## config.mk

```make
export PLATFORM = sky130hd
export DESIGN_NAME = incr_adc_ctrl
export DESIGN_NICKNAME = d
export VERILOG_FILES = /design/src/rtl/incr_adc_pkg.sv /design/src/rtl/incr_adc_engen.sv /design/src/rtl/incr_adc_seq.sv /design/src/rtl/incr_adc_ctrl.sv
export SDC_FILE = /design/constraint.sdc
export NUM_CORES = 1
export LEC_CHECK = 0
export ABC_CLOCK_PERIOD_IN_PS = 2300
export BUFFER_PORTS_ARGS = -buffer_cell sky130_fd_sc_hd__buf_2
export CELL_PAD_IN_SITES_DETAIL_PLACEMENT = 0
export CELL_PAD_IN_SITES_GLOBAL_PLACEMENT = 2
export CORE_UTILIZATION = 35
export CTS_CLUSTER_DIAMETER = 200
export DETAILED_ROUTE_END_ITERATION = 10
export PLACE_DENSITY = 0.83
export SLEW_MARGIN = 20
export SYNTH_ARGS = -nofsm -noshare
export SYNTH_HDL_FRONTEND = slang
export SYNTH_HIERARCHICAL = 1
export SYNTH_SLANG_ARGS = --single-unit
```

## constraint.sdc

```tcl
create_clock -name clk -period 2.3 [get_ports clk]
set_clock_uncertainty 0.05 [all_clocks]
set_input_delay 0.115 -clock clk [delete_from_list [all_inputs] [get_ports clk]]
set_output_delay 0.115 -clock clk [all_outputs]
set_load 0.02 [all_outputs]
```

## src/rtl/incr_adc_pkg.sv

```systemverilog
package incr_adc_pkg;

    localparam int DEPTH_W = 3;
    localparam int CNT_W   = 7;
    localparam int ACC1_W  = 7;
    localparam int ACC2_W  = 12;
    localparam int RES_W   = 11;
    localparam logic [ACC2_W-1:0] RES_MAX = ACC2_W'((1 << RES_W) - 1);

    typedef struct packed {
        logic               en;
        logic [CNT_W-1:0]   left;
        logic [DEPTH_W-1:0] code;
    } gen_t;

    typedef struct packed {
        logic               en_s;
        logic               active;
        logic               modrst;
        logic               ph_int;
        logic               ph_cmp;
        logic               sh;
        logic [CNT_W-1:0]   cnt;
        logic [ACC1_W-1:0]  acc1;
        logic [ACC2_W-1:0]  acc2;
        logic [RES_W-1:0]   result;
        logic               valid;
    } seq_t;

    // enable length in converter clocks per depth code
    function automatic logic [CNT_W-1:0] enable_len(input logic [DEPTH_W-1:0] c);
        case (c)
            3'd0:    return CNT_W'(10);
            3'd1:    return CNT_W'(18);
            3'd2:    return CNT_W'(34);
            3'd4:    return CNT_W'(66);
            default: return CNT_W'(42);
        endcase
    endfunction

    // output right shift per depth code
    function automatic logic scale_shift(input logic [DEPTH_W-1:0] c);
        return (c == 3'd4) ? 1'b0 : 1'b1;
    endfunction

endpackage

```

## src/rtl/incr_adc_engen.sv

```systemverilog
module incr_adc_engen
    import incr_adc_pkg::*;
(
    input  logic               clk,
    input  logic               rst_n,
    input  logic               start_i,
    input  logic               halt_i,
    input  logic [DEPTH_W-1:0] depth_i,
    output logic               en_o,
    output logic [DEPTH_W-1:0] code_o
);

    gen_t q, d;

    always_comb begin
        d = q;
        if (q.en) begin
            if (halt_i || q.left == '0) begin
                d.en = 1'b0;
            end else begin
                d.left = q.left - 1'b1;
            end
        end else if (start_i && !halt_i) begin
            d.en   = 1'b1;
            d.left = enable_len(depth_i) - 1'b1;
            d.code = depth_i;
        end
    end

    always_ff @(posedge clk or negedge rst_n) begin
        if (!rst_n) begin
            q <= '{en: 1'b0, left: '0, code: 3'd3};
        end else begin
            q <= d;
        end
    end

    assign en_o   = q.en;
    assign code_o = q.code;

    AST_START_RAISES_EN: assert property (@(posedge clk) disable iff (!rst_n)
        (!q.en && start_i && !halt_i) |=> q.en);
    AST_HALT_DROPS_EN: assert property (@(posedge clk) disable iff (!rst_n)
        halt_i |=> !q.en);

endmodule

```

## src/rtl/incr_adc_seq.sv

```systemverilog
module incr_adc_seq
    import incr_adc_pkg::*;
(
    input  logic               clk,
    input  logic               rst_n,
    input  logic               en_i,
    input  logic [DEPTH_W-1:0] code_i,
    input  logic               bit_i,
    output logic               mod_rst_o,
    output logic               ph_int_o,
    output logic               ph_cmp_o,
    output logic [RES_W-1:0]   result_o,
    output logic               valid_o
);

    seq_t q, d;
    logic [ACC2_W-1:0] scaled;

    always_comb begin
        scaled   = q.acc2 >> q.sh;
        d        = q;
        d.en_s   = en_i;
        d.modrst = 1'b0;
        d.valid  = 1'b0;
        d.ph_cmp = q.ph_int;
        if (q.ph_int) begin
            d.acc1 = q.acc1 + {{(ACC1_W-1){1'b0}}, bit_i};
            d.acc2 = q.acc2 + ACC2_W'(d.acc1);
            d.cnt  = q.cnt + 1'b1;
        end
        if (q.en_s && !q.active) begin
            // first sampled-high cycle: reset modulator, clear decimator
            d.active = 1'b1;
            d.modrst = 1'b1;
            d.acc1   = '0;
            d.acc2   = '0;
            d.cnt    = '0;
            d.sh     = scale_shift(code_i);
        end else if (!q.en_s && q.active) begin
            // enable fell: load result unless too short
            d.active = 1'b0;
            if (q.cnt >= CNT_W'(2)) begin
                d.result = (scaled > RES_MAX) ? RES_MAX[RES_W-1:0] : scaled[RES_W-1:0];
                d.valid  = 1'b1;
            end
        end
        d.ph_int = d.active && d.en_s && !d.modrst;
    end

    always_ff @(posedge clk or negedge rst_n) begin
        if (!rst_n) begin
            q <= '0;
        end else begin
            q <= d;
        end
    end

    assign mod_rst_o = q.modrst;
    assign ph_int_o  = q.ph_int;
    assign ph_cmp_o  = q.ph_cmp;
    assign result_o  = q.result;
    assign valid_o   = q.valid;

    AST_CMP_AFTER_INT: assert property (@(posedge clk) disable iff (!rst_n)
        q.ph_int |=> q.ph_cmp);
    AST_INT_AFTER_RST: assert property (@(posedge clk) disable iff (!rst_n)
        $rose(q.ph_int) |-> $past(q.modrst));
    AST_VALID_ONE_CYCLE: assert property (@(posedge clk) disable iff (!rst_n)
        q.valid |=> !q.valid);
    AST_RESULT_HOLD: assert property (@(posedge clk) disable iff (!rst_n)
        !q.valid |-> $stable(q.result));
    AST_NO_SHORT_RESULT: assert property (@(posedge clk) disable iff (!rst_n)
        $rose(q.valid) |-> ($past(q.cnt) >= CNT_W'(2)));

endmodule

```

## src/rtl/incr_adc_ctrl.sv

```systemverilog
module incr_adc_ctrl
    import incr_adc_pkg::*;
(
    input  logic              clk,
    input  logic              rst_n,
    input  logic [2:0]        depth_sel,
    input  logic              start,
    input  logic              halt,
    input  logic              mod_bit,
    output logic              mod_rst,
    output logic              ph_int,
    output logic              ph_cmp,
    output logic [10:0]       result,
    output logic              result_valid
);

    logic               en_w;
    logic [DEPTH_W-1:0] code_w;

    incr_adc_engen u_engen (
        .clk     (clk),
        .rst_n   (rst_n),
        .start_i (start),
        .halt_i  (halt),
        .depth_i (depth_sel),
        .en_o    (en_w),
        .code_o  (code_w)
    );

    incr_adc_seq u_seq (
        .clk       (clk),
        .rst_n     (rst_n),
        .en_i      (en_w),
        .code_i    (code_w),
        .bit_i     (mod_bit),
        .mod_rst_o (mod_rst),
        .ph_int_o  (ph_int),
        .ph_cmp_o  (ph_cmp),
        .result_o  (result),
        .valid_o   (result_valid)
    );

endmodule

```

# [Yosys cells after proc, flatten, opt, wreduce, memory -nomap -nowiden]
# Cells that the tools add are included.
[word_totals] register_bits=55 output_inout_bits=15 elab_cells=63
[classes] n_addsub=5 magnitude_cmp=2 n_eq_ne=5 n_shift=1 muxes=17 bitwise=2 n_reduce_logical=17
[op_table] operator="$mux 26" n=2
[op_table] operator="$pmux 7 s4" n=1
[op_table] operator="$mux 11" n=2
[op_table] operator="$mux 7" n=3
[op_table] operator="$sub 7x1->7 const B" n=2
[op_table] operator="$add 12x7->12" n=1
[op_table] operator="$gt 12x11->1 const B" n=1
[op_table] operator="$shr 12x1->12" n=1
[op_table] operator="$mux 1" n=8
[op_table] operator="$mux 8" n=1
[op_table] operator="$add 7x1->7" n=1
[op_table] operator="$add 7x1->7 const B" n=1
[op_table] operator="$ge 7x2->1 const B" n=1
[op_table] operator="$logic_not 7->1" n=1
[op_table] operator="$eq 3x3->1 const B" n=2
[op_table] operator="$logic_and 1x1->1" n=5
[op_table] operator="$logic_not 1->1" n=4
[op_table] operator="$reduce_and 2->1" n=2
[op_table] operator="$reduce_bool 2->1" n=2
[op_table] operator="$eq 3x1->1 const B" n=1
[op_table] operator="$eq 3x2->1 const B" n=1
[op_table] operator="$logic_not 3->1" n=1
[op_table] operator="$reduce_and 3->1" n=1
[op_table] operator="$ne 2x2->1 const B" n=1
[op_table] operator="other kinds (2)" n=3

# [Depth between registers and ports, before layout]
# Gate-level depths: netlist (run 1).
[logic_depth] depth_word=7 mapped_depth=10 ltp_nobuf=10

# [Modules after synthesis]
# Netlist (run 1), hierarchy kept.
[modules_own_cells] mod="incr_adc_seq" instances=1 cells_per_inst=246 area_each_um2=2409.8 seq_area_each_um2=1101.1
[modules_own_cells] mod="incr_adc_engen" instances=1 cells_per_inst=76 area_each_um2=726.9 seq_area_each_um2=277.8

# [Worst setup path after synthesis (run 1)]
# OpenSTA, ideal clock, no wires.
[synth_path] kind="register to register" from="reg u_seq/q[24] (netlist bit)" to="reg u_seq/q[20] (netlist bit)" setup_ns=0.078 arrival_time_ns=2.244 required_ns=2.172 path_slack_ns=-0.072 path_stages_with_launch=11 path_buffers=0 path_cell_list="dfrtp_1 ha_1 ha_1 nand3_1 nor2_1 xor2_1 ha_1 nor3_1 o21bai_1 or4_1 a21oi_1"
[synth_between] elab_chain_len=4
[synth_rtl] element="from (decl)" line_no="incr_adc_seq.sv:16" rtl="seq_t q, d;"
[synth_rtl] element="from (signal assigned)" line_no="incr_adc_seq.sv:52" rtl="q <= '0;"
[synth_rtl] element="from (signal assigned)" line_no="incr_adc_seq.sv:54" rtl="q <= d;"
[synth_rtl] element="$add 7x1->7" line_no="incr_adc_seq.sv:27" rtl="d.acc1 = q.acc1 + {{(ACC1_W-1){1'b0}}, bit_i};"
[synth_rtl] element="$add 12x7->12" line_no="incr_adc_seq.sv:28" rtl="d.acc2 = q.acc2 + ACC2_W'(d.acc1);"
[synth_rtl] element="$mux 26" line_no="incr_adc_seq.sv:26" rtl="if (q.ph_int) begin"
[synth_rtl] element="$mux 26" line_no="incr_adc_seq.sv:31" rtl="if (q.en_s && !q.active) begin"
# Every way passes these cells. The select of a mux whose other input is x is not followed.
# A chain may end at the register's enable or synchronous reset.

# [Worst setup path after layout (run 1)]
[layout_path] from="reg u_seq/q[24] (netlist bit)" to="reg u_seq/q[23] (netlist bit)"
# The elaborated chain is that of the path after synthesis.

==> results of run 1 <==
cell usage in the layout, fill, tap and decap left out, drive strengths merged, types with 8 or more instances in the layout:
master	count
a21oi	12
buf	49
clkbuf	8
dfrtp	53
ha	15
inv	10
nand2	34
nor2	27
o21ai	26
xor2	12
worst paths after layout:
kind                                         start                       endpoint  slack (ns)  cells past startpoint
max                        u_seq/q[24]$_DFFE_PN0P_        u_seq/q[23]$_DFFE_PN0P_       -0.04                      8
min                                   depth_sel[2]  u_engen/code_o[2]$_DFFE_PN0P_        0.04                      3
max reg2reg                u_seq/q[24]$_DFFE_PN0P_        u_seq/q[23]$_DFFE_PN0P_       -0.04                      8
min reg2reg                  u_seq/q[43]$_DFF_PN0_          u_seq/q[42]$_DFF_PN0_        0.38                      0
max in group asynchronous                    rst_n       u_seq/ph_cmp_o$_DFF_PN0_        1.30                      3
min in group asynchronous                    rst_n        u_seq/q[13]$_DFFE_PN0P_        0.25                      2
metrics by stage:
step,setup slack [ns],std cells
floorplan,0.00663,322
global placement,-0.0549,447
detailed placement,-0.0900,447
CTS,-0.0492,460
global route,-0.162,461
finish,-0.0412,461
sequential cells by signal, indices dropped and copies added, names as in the netlist:
name / flops
u_seq/q: 29
u_seq/result_o: 11
u_engen/q: 7
u_engen/code_o: 3
u_engen/en_o: 1
u_seq/mod_rst_o: 1
u_seq/ph_cmp_o: 1
u_seq/ph_int_o: 1
u_seq/valid_o: 1
layer usage:
layer | track usage, % | part of all wire, % | wire length, µm | up-vias
li1 | - | - | - | 1198
met1 | 20.0 | 51 | 3260 | 1147
met2 | 24.0 | 46 | 2940 | 26
met3 | 2.31 | 2.0 | 130 | 5
met4 | 4.13 | 1.1 | 70 | 0
met5 | 0 | 0 | 0 | -
power groups by stage:
stage / registers [mW] / clock network (mW) / logic, mW
CTS: 1.27 / 0.620 / 0.645
global route: 1.30 / 0.650 / 0.712
global placement: 1.28 / 0 / 0.626
detailed placement: 1.29 / 0 / 0.637
finish: 1.27 / 0.584 / 0.636
floorplan: 1.25 / 0 / 0.578
logic make-up after synthesis:
kind of cell | after synthesis
AO/OA/AOI/OAI | 76
XOR/XNOR | 17
adder cells (fa/ha/maj) | 16
buffers and inverters | 39
flip-flops | 55
multiplexers | 6
AND/OR/NAND/NOR | 113
final cells by class:
cell class / count / area [µm²]
Multi-Input combinational cell: 228 / 1650
Clock buffer: 8 / 100
Sequential cell: 55 / 1380
Inverter: 10 / 37.5
Fill cell: 879 / 5040
Tap cell: 108 / 135
Timing Repair Buffer: 52 / 343
what timing repair did:
action                                  4_1_cts  5_1_grt
endpoints found under the setup margin        5        6
gates resized for setup                      12        4
pin swaps                                     8        6
setup buffers                                 2        1
hold buffers                                  3        0
hold endpoints to repair                     20        0
worst max-delay path, delay by kind of cell (launching register included):
kind | cells | cell delay, ns
compound gates | 4 | 0.90
xor+xnor | 1 | 0.15
fa+ha+maj | 3 | 0.71
flops | 1 | 0.42
==> results.md, run 1 <==
- Status: finished, violations left
- Failing checks: negative setup slack
- Post-synth EDFFs: 0
- Total track usage: 14.6%
- Period utilization: 102%
- Worst-path cell chain: ha_4 > ha_4 > xor2_1 > ha_2 > o211ai_1 > o211ai_1 > a31oi_1 > a41o_1
- Sw power: 0.825 mW
- Seq/Total Area, Yosys: 44.0%
- Clock sink count: 55
- Crit path DAT: 2.49 ns
- Worst-path clk slew: 0.10 ns
- Io pins: 23
- Mux contribution to synthesized area: 1.91%
- Async S/R FF share, synth: 100%
- Final Hold Viols: 0
- Area share of the largest cell type after synthesis: 42.3%
- Layout Nets: 376
- Most used DFF post-synth: dfrtp_1
- Peak Freq: 427 MHz
- Post-Synth XOR/XNOR Area: 4.75%
- Worst-Margin Slew: 0.629 ns
- P&R area growth vs syn: 16.0%
- Number of routed nets with antenna violations: 0
- Setup violators final: 4
- First-pass detailed-route iteration total: 4
- Final hold slack: 0.0357 ns
- Fin. max-slew vios: 0
- Crit end category: register
- P_int: 1.66 mW
- Final instance area: 3640 µm²
- Placed cell areas: 3400 µm²
- Combinational cell fraction of total power: 25.6%
- WP data required: 2.45 ns
- Initial Util: 36.1%
- Compound-gate portion of the synthesized area: 16.5%
- Top cells by area, synth: dfrtp_1, ha_1, o21ai_0
- Die ar.: 9350 µm²
- Inserted Clock Buffers: 5
- Setup TNS: -0.133 ns
- Post-DP HPWL: 4.70 mm
- IO Port Bufs: 22
- RSZ-0062 raised after global routing: true
- Nature of the critical path startpoint: register
- Largest net degree at the start of global routing: 24
- Final Core Density: 41.9%
- Critical path's largest stage delay: 0.43 ns
- Top-count cell post-synth: dfrtp_1
- Mapped Nets: 346
- Clk_lat worst skew: 0.31 ns
- First-pass GRT wire length: 11.3 mm
- Synth cell types: 59
- Leak Pwr: 1.71 nW
- Vias in the first global route: 2,352
- Slew margin rel.: 57.5%
- Vias: 2,376
- Die Height: 96.7 µm
- Switching Fraction: 33.2%
- Initial antenna violation count: 0
- Yosys warns: 6
- Final RePlAce weighted congestion: 0.778
- Slowest-stage cell, CP: o211ai_1
- Vias per Instance: 5.15
- Maximum VDD drop: 0.241 mV
- Htree depth: 2
- Root Driver: clkbuf_8
- Row count: 34
- Sequential power share: 50.9%
- Min cycle time layout: 2.34 ns
- Syn_area_per_cell: 9.74 µm²
- Synthesized cell area: 3140 µm²
- Worst Hold Class: input port to register
- Clk pwr share: 23.5%
- Synth Area in Adders: 6.62%
- CP max FO: 6
- Most frequent cells after synthesis: dfrtp_1, nand2_1, nor2_1, o21ai_0, buf_4
- Worst setup margin: -0.0412 ns
- Core area: 8680 µm²
- CTS max path bufs: 2
- Post-synthesis simple-gate area fraction: 19.4%
- Antenna cells: 0
- CTS tree: yes
- Pwr/cell area: 683 nW/µm²
- Share of cells above drive strength 1: 23.8%
- Max-Cap Viols: 0
- Register bit count reported by yosys: 55
- Grt ovf: 0
- Largest family of logic cells by synthesized area: simple AND/OR/NAND/NOR gates
- Die X-Extent: 96.7 µm
- Final WL: 6.40 mm
- DR WL/cell: 13.9 µm
- Cell count after synthesis: 322
- Total Power: 2.49 mW
- Initial detailed-routing violation count: 72
- DRC violations left: 0
- Leading area contributor after synthesis: dfrtp_1
- Crit Path Class: register to register
Power figures use the tool's default switching activity.
==> inputs of run 2 (changes only) <==
--- a/config.mk
+++ b/config.mk
@@ -11,8 +11,11 @@
 export CELL_PAD_IN_SITES_GLOBAL_PLACEMENT = 2
 export CORE_UTILIZATION = 35
 export CTS_CLUSTER_DIAMETER = 200
+export CTS_CLUSTER_SIZE = 14
 export DETAILED_ROUTE_END_ITERATION = 10
+export HOLD_SLACK_MARGIN = 0.15
 export PLACE_DENSITY = 0.83
+export SETUP_SLACK_MARGIN = 0.5
 export SLEW_MARGIN = 20
 export SYNTH_ARGS = -nofsm -noshare
 export SYNTH_HDL_FRONTEND = slang
==> run 2 against run 1 <==
  * Register-to-register slack gained 0.04 ns
  * Critical endpoint is now u_seq/q[20]$_DFFE_PN0P_
  * Sequential power about the same
  * The flow still finishes with violations (negative setup slack)
  * Largest power group unchanged
  * Sequential share of layout area fell by 2.9 points
==> results.md, run 2 (synthesized netlist as in run 1, its figures left out) <==
- Status: finished, violations left
- Failing checks: negative setup slack
- Die ar.: 9350 µm² (unchanged)
- Largest reg by FF count: u_seq/q
- WP data required: 2.50 ns (+0.05 ns)
- Critical path's largest stage delay: 0.48 ns (+0.05 ns)
- Worst-path clk slew: 0.10 ns (about the same)
- Total track usage: 15.2% (+0.57 points)
- P_int: 1.72 mW (+3.3%)
- Share of cells above drive strength 1: 34.4% (+11 points)
- Crit path DAT: 2.50 ns (about the same)
- Row count: 34 (unchanged)
- Sw power: 0.897 mW (+8.7%)
- Htree depth: 2 (unchanged)
- First-pass GRT wire length: 11.7 mm (+3.4%)
- Most frequent CP cell: ha_4
- Worst-path cell chain: ha_4 > ha_4 > nand3_4 > xnor2_4 > ha_4 > o21ai_2 > o21a_1 > or4_4 > a21oi_2
- Slowest-stage cell, CP: or4_4
- Post-DP HPWL: 4.55 mm (-3.2%)
- Maximum VDD drop: 0.243 mV (+1.0%)
- Die X-Extent: 96.7 µm (unchanged)
- Vias per Instance: 5.17 (+0.34%)
- Combinational cell fraction of total power: 30.2% (+4.6 points)
- Clk pwr share: 20.8% (-2.7 points)
- Setup TNS: -0.00372 ns (+0.130 ns)
- Fillers: 831 (-5.5%)
- Crit path max-delay family: adder cells
- Final WL: 6.90 mm (+7.8%)
- Leak Pwr: 1.76 nW (+2.5%)
- Inserted Clock Buffers: 5 (unchanged)
- Initial Util: 36.1% (unchanged)
- First-pass detailed-route iteration total: 4 (unchanged)
- Worst Hold Class: input port to register
- CP max FO: 3 (-3)
- P&R area growth vs syn: 25.9%
- Number of routed nets with antenna violations: 0 (unchanged)
- Pre-CTS WS: -0.0312 ns (+0.0587 ns)
- Max-Cap Viols: 0 (unchanged)
- Vias: 2,410 (+1.4%)
- Grt ovf: 0 (unchanged)
- IO Port Bufs: 22 (unchanged)
- Placed insts: 440 (-1.6%)
- Largest register FFs: 29 (unchanged)
- Vias in the first global route: 2,411 (+2.5%)
- Initial antenna violation count: 0 (unchanged)
- Setup violators final: 1 (-3)
- Final RePlAce weighted congestion: 0.760 (-2.3%)
- Fin. max-slew vios: 0 (unchanged)
- Layout Nets: 382 (+1.6%)
- Slew margin rel.: 52.7% (-4.8 points)
- Min cycle time layout: 2.30 ns (-0.0375 ns)
- Antenna cells: 0 (unchanged)
- Worst path buffer plus inverter count: 0 (unchanged)
- Worst setup margin: -0.00372 ns (+0.0375 ns)
- Die Height: 96.7 µm (unchanged)
- Peak Freq: 434 MHz (+1.6%)
- Commonest non-fill, non-tap cell in the layout: dfrtp_1
- Sequential power share: 49.0% (-1.9 points)
- RSZ-0062 raised after global routing: true
- Nature of the critical path startpoint: register
- Worst-Margin Slew: 0.710 ns (+0.0810 ns)
- Fin cells: 466 (+1.1%)
- Commonest cells after routing, fill and taps aside: dfrtp_1, nor2_1, nand2_1
- Crit end category: register
- Period utilization: 100% (-1.6 points)
- Final Core Density: 45.5% (+3.6 points)
- DRC violations left: 0 (unchanged)
- Crit Path Class: register to register
- Io pins: 23 (unchanged)
- Total Power: 2.61 mW (+5.1%)
- Root Driver: clkbuf_8
- Switching Fraction: 34.3% (+1.1 points)
- Final Hold Viols: 0 (unchanged)
- Largest net degree at the start of global routing: 56 (+130%)
- Clock sink count: 55 (unchanged)
- Pwr/cell area: 662 nW/µm² (-3.1%)
- Initial detailed-routing violation count: 79 (+9.7%)
- DR WL/cell: 14.8 µm (+6.7%)
- Clk_lat worst skew: 0.31 ns (about the same)
- CTS tree: yes
- Core area: 8680 µm² (unchanged)
- CTS max path bufs: 2 (unchanged)
[run 2: path summary, 6_finish.rpt]
kind,from,to,slack (ns),cells after the start
max in group asynchronous,rst_n,u_seq/ph_int_o$_DFF_PN0_,1.28,3
min in group asynchronous,rst_n,u_seq/result_o[8]$_DFFE_PN0P_,0.43,3
worst max register to register,u_seq/q[24]$_DFFE_PN0P_,u_seq/q[20]$_DFFE_PN0P_,-0.004,9
worst min register to register,u_seq/q[43]$_DFF_PN0_,u_seq/q[42]$_DFF_PN0_,0.38,0
worst max-delay path,u_seq/q[24]$_DFFE_PN0P_,u_seq/q[20]$_DFFE_PN0P_,-0.004,9
worst min-delay path,mod_bit,u_seq/q[24]$_DFFE_PN0P_,0.19,4
[run 2: area by class of cell]
cell class / count / area [µm²] / area share, %
clock inverters: 1 / 5.00 / 0.127
flip-flops and latches: 55 / 1380 / 34.9
repair buffers: 58 / 429 / 10.9
inverters: 10 / 37.5 / 0.951
multi-input cells: 228 / 1880 / 47.6
well taps: 108 / 135 / 3.42
clock buffers: 6 / 82.6 / 2.09
[run 2: timing repair]
action,4_1_cts,5_1_grt
gates resized for setup,19,55
buffers inserted,7,3
endpoints found under the setup margin,29,31
pin swaps,20,43
hold buffers,6,0
gates cloned,2,1
endpoints found under the hold margin,59,0
[run 2: power groups by stage]
stage / Sequential, mW / Combinational, mW / Clock [mW]
global route: 1.31 / 0.876 / 0.614
finish: 1.28 / 0.789 / 0.545
floorplan: 1.26 / 0.588 / 0
detailed placement: 1.29 / 0.650 / 0
global placement: 1.28 / 0.635 / 0
CTS: 1.26 / 0.739 / 0.573
[run 2: metal layers]
metal  global-route usage, %  up-vias  share of wire, %  wire [µm]
met4                    4.82        0               1.3         91
met2                    24.7       29                49       3380
met5                       0        -                 0          0
met1                    20.9     1165                48       3280
met3                    2.24        8               2.2        149
li1                        -     1208                 -          -
[run 2: worst min-delay path, delay by kind of cell]
family	cells	cell delay, ns
adder cells (fa/ha/maj)	1	0.15
buffers and inverters	1	0.11
AND/OR/NAND/NOR	1	0.08
multiplexers	1	0.06
[run 2: stage by stage]
| step | cell area [µm²] | hold slack, ns |
|---|---|---|
| after global routing | 3950 | 0.236 |
| final | 3950 | 0.187 |
| after floorplan | 3190 | -0.231 |
| after detailed placement | 3390 | 0.260 |
| after CTS | 3670 | 0.191 |
| after global placement | 3390 | 0.255 |
==> inputs of run 3 (changes only) <==
--- a/config.mk
+++ b/config.mk
@@ -7,14 +7,12 @@
 export LEC_CHECK = 0
 export ABC_CLOCK_PERIOD_IN_PS = 2300
 export BUFFER_PORTS_ARGS = -buffer_cell sky130_fd_sc_hd__buf_2
-export CELL_PAD_IN_SITES_DETAIL_PLACEMENT = 0
-export CELL_PAD_IN_SITES_GLOBAL_PLACEMENT = 2
-export CORE_UTILIZATION = 35
+export CORE_UTILIZATION = 53
 export CTS_CLUSTER_DIAMETER = 200
 export CTS_CLUSTER_SIZE = 14
 export DETAILED_ROUTE_END_ITERATION = 10
 export HOLD_SLACK_MARGIN = 0.15
-export PLACE_DENSITY = 0.83
+export PLACE_DENSITY = 0.81
 export SETUP_SLACK_MARGIN = 0.5
 export SLEW_MARGIN = 20
 export SYNTH_ARGS = -nofsm -noshare
==> run 3 against run 2 <==
  * The flow still finishes with violations (negative setup slack)
  * Routed wire length grew 8.9%
  * Sequential power hardly changed
  * Core utilization increased by 24 points
  * Combinational power up 6.1%
  * Global-route usage up 8.4 points
  * Die area decreased by 33%
  * Sequential share of layout area increased by 0.63 points
  * First-iteration DRC count rose by 140%
  * Power rose by 4.7%
  * Cell count fell by 8.2%
  * Register-to-register slack got worse by 0.15 ns
  * Critical path type unchanged
  * Largest power group unchanged
  * Highest routed layer unchanged
==> results.md, run 3 (synthesized netlist as in run 1, its figures left out) <==
- Status: finished, violations left
- Failing checks: negative setup slack
- Core area: 5610 µm² (-35%)
- Sw power: 0.970 mW (+8.1%)
- Setup TNS: -0.256 ns (-0.252 ns)
- Initial Util: 55.9% (+20 points)
- Leak Pwr: 1.77 nW (+0.50%)
- Clk pwr share: 21.5% (+0.7 points)
- Hold_sp: mod_bit
- Clk_lat worst skew: 0.31 ns (about the same)
- Vias in the first global route: 2,466 (+2.3%)
- Share of cells above drive strength 1: 34.8% (+0.47 points)
- Nature of the critical path startpoint: register
- Min cycle time layout: 2.45 ns (+0.148 ns)
- Largest net degree at the start of global routing: 29 (-48%)
- WP data required: 2.44 ns (-0.06 ns)
- Grt ovf: 0 (unchanged)
- Commonest cells after routing, fill and taps aside: dfrtp_1, nor2_1, nand2_1
- Maximum VDD drop: 0.383 mV (+58%)
- Slowest-stage cell, CP: dfrtp_1
- Worst setup margin: -0.151 ns (-0.148 ns)
- Clock sink count: 55 (unchanged)
- Worst-Margin Slew: 0.656 ns (-0.0535 ns)
- Die Height: 78.9 µm (-18%)
- Sequential power share: 47.9% (-1.1 points)
- Largest reg by FF count: u_seq/q
- Worst-case reg-to-reg path depth: 11 (+2)
- Final instance area: 3880 µm² (-1.8%)
- Total track usage: 23.6% (+8.4 points)
- Post-DP HPWL: 4.49 mm (-1.2%)
- Io pins: 23 (unchanged)
- Initial detailed-routing violation count: 186 (+140%)
- Setup violators final: 4 (+3)
- Number of routed nets with antenna violations: 0 (unchanged)
- Hold-critical path depth: 4 (unchanged)
- Crit end category: register
- Peak Freq: 408 MHz (-6.0%)
- P_int: 1.77 mW (+2.9%)
- Final RePlAce weighted congestion: 0.900 (+18%)
- Worst Hold Class: input port to register
- Worst path buffer plus inverter count: 2 (+2)
- Fin. max-slew vios: 0 (unchanged)
- Initial antenna violation count: 0 (unchanged)
- Vias: 2,627 (+9.0%)
- Row count: 27 (-21%)
- Crit path DAT: 2.59 ns (+0.09 ns)
- Crit path max-delay family: adder cells
- CP max FO: 3 (unchanged)
- Combinational cell fraction of total power: 30.6% (+0.4 points)
- Root Driver: clkbuf_8
- Pwr/cell area: 705 nW/µm² (+6.6%)
- Sink of the worst hold path: u_seq/q[24]$_DFFE_PN0P_
- Antenna cells: 0 (unchanged)
- RR Endpoint: u_seq/q[20]$_DFFE_PN0P_
- Htree depth: 2 (unchanged)
- Commonest non-fill, non-tap cell in the layout: dfrtp_1
- Critical path's largest stage delay: 0.42 ns (-0.06 ns)
- Placed cell areas: 3330 µm² (-1.6%)
- IO Port Bufs: 22 (unchanged)
- RSZ-0062 raised after global routing: true
- Switching Fraction: 35.5% (+1.1 points)
- Die ar.: 6230 µm² (-33%)
- First-pass GRT wire length: 11.5 mm (-2.1%)
- DRC violations left: 0 (unchanged)
- Layout Nets: 379 (-0.79%)
- Period utilization: 107% (+6.4 points)
- Die X-Extent: 78.9 µm (-18%)
- Slew margin rel.: 56.2% (+3.6 points)
- Worst-path clk slew: 0.10 ns (about the same)
- R2r setup slk: -0.15 ns (-0.15 ns)
- Vias per Instance: 6.14 (+19%)
- Crit Path Class: register to register
- Largest register FFs: 29 (unchanged)
- Final Hold Viols: 0 (unchanged)
- DR WL/cell: 17.6 µm (+19%)
- Worst-path cell chain: ha_4 > ha_4 > nand3_4 > nor2_4 > xor2_2 > buf_4 > ha_1 > o21bai_4 > buf_4 > o31ai_1 > a21oi_2
- Final WL: 7.51 mm (+8.9%)
- First-pass detailed-route iteration total: 5 (+1)
- CTS tree: yes
- CTS max path bufs: 2 (unchanged)
- Pre-CTS WS: -0.0448 ns (-0.0136 ns)
- P&R area growth vs syn: 23.7%
- Max-Cap Viols: 0 (unchanged)
- Reg2Reg Launch Point: u_seq/q[24]$_DFFE_PN0P_
- Inserted Clock Buffers: 5 (unchanged)
run 3: per-stage QoR:
step                      utilization [%]  cells  hold slack, ns  total power [mW]
after floorplan                         -    322          -0.231              1.84
after detailed placement             59.4    401           0.125              1.94
after global routing                 69.2    428           0.192              2.87
after CTS                            65.5    426           0.197              2.59
after global placement               59.4    401           0.116              1.90
final                                69.2    428           0.184              2.74
run 3: worst max path at each step:
stage                            start                      end  slack [ns]  cells past startpoint
6_report       u_seq/q[24]$_DFFE_PN0P_  u_seq/q[20]$_DFFE_PN0P_       -0.15                     11
2_1_floorplan  u_seq/q[24]$_DFFE_PN0P_  u_seq/q[20]$_DFFE_PN0P_        0.06                      8
5_1_grt        u_seq/q[24]$_DFFE_PN0P_  u_seq/q[20]$_DFFE_PN0P_       -0.16                     11
4_1_cts        u_seq/q[24]$_DFFE_PN0P_  u_seq/q[20]$_DFFE_PN0P_       -0.02                     10
3_3_place_gp   u_seq/q[24]$_DFFE_PN0P_  u_seq/q[20]$_DFFE_PN0P_        0.01                      8
3_5_place_dp   u_seq/q[24]$_DFFE_PN0P_  u_seq/q[20]$_DFFE_PN0P_       -0.04                      9
run 3: tightest hold or removal path: cells and delay by family:
family / cells / cell delay (ns)
buf+inv: 1 / 0.10
mux: 1 / 0.06
simple gates: 1 / 0.08
fa+ha+maj: 1 / 0.14
run 3: cell type report:
| class | instances | area, µm² |
|---|---|---|
| Clock inverter | 1 | 7.51 |
| Clock buffer | 7 | 96.3 |
| Fill cell | 374 | 1730 |
| Tap cell | 72 | 90.1 |
| Inverter | 10 | 37.5 |
| Multi-Input combinational cell | 228 | 1860 |
| Sequential cell | 55 | 1380 |
| Timing Repair Buffer | 55 | 408 |
run 3: per-layer routing:
metal	wire length (µm)	track usage (%)
met5	0	0
met4	180	6.73
met3	361	3.79
met2	3780	42.2
met1	3190	29.3
run 3: power by group through the flow:
stage                     Sequential [mW]  Clock [mW]  Combinational (mW)
final                                1.31       0.588               0.837
after global routing                 1.33       0.638               0.906
after CTS                            1.27       0.595               0.722
after detailed placement             1.29           0               0.648
after global placement               1.28           0               0.622
after floorplan                      1.26           0               0.588
run 3: repair_timing:
action,4_1_cts,5_1_grt
pin swaps,22,20
buffers inserted,8,2
cloned,3,0
setup endpoints to repair,25,29
hold buffers,6,0
gates resized for setup,28,44
endpoints found under the hold margin,33,0
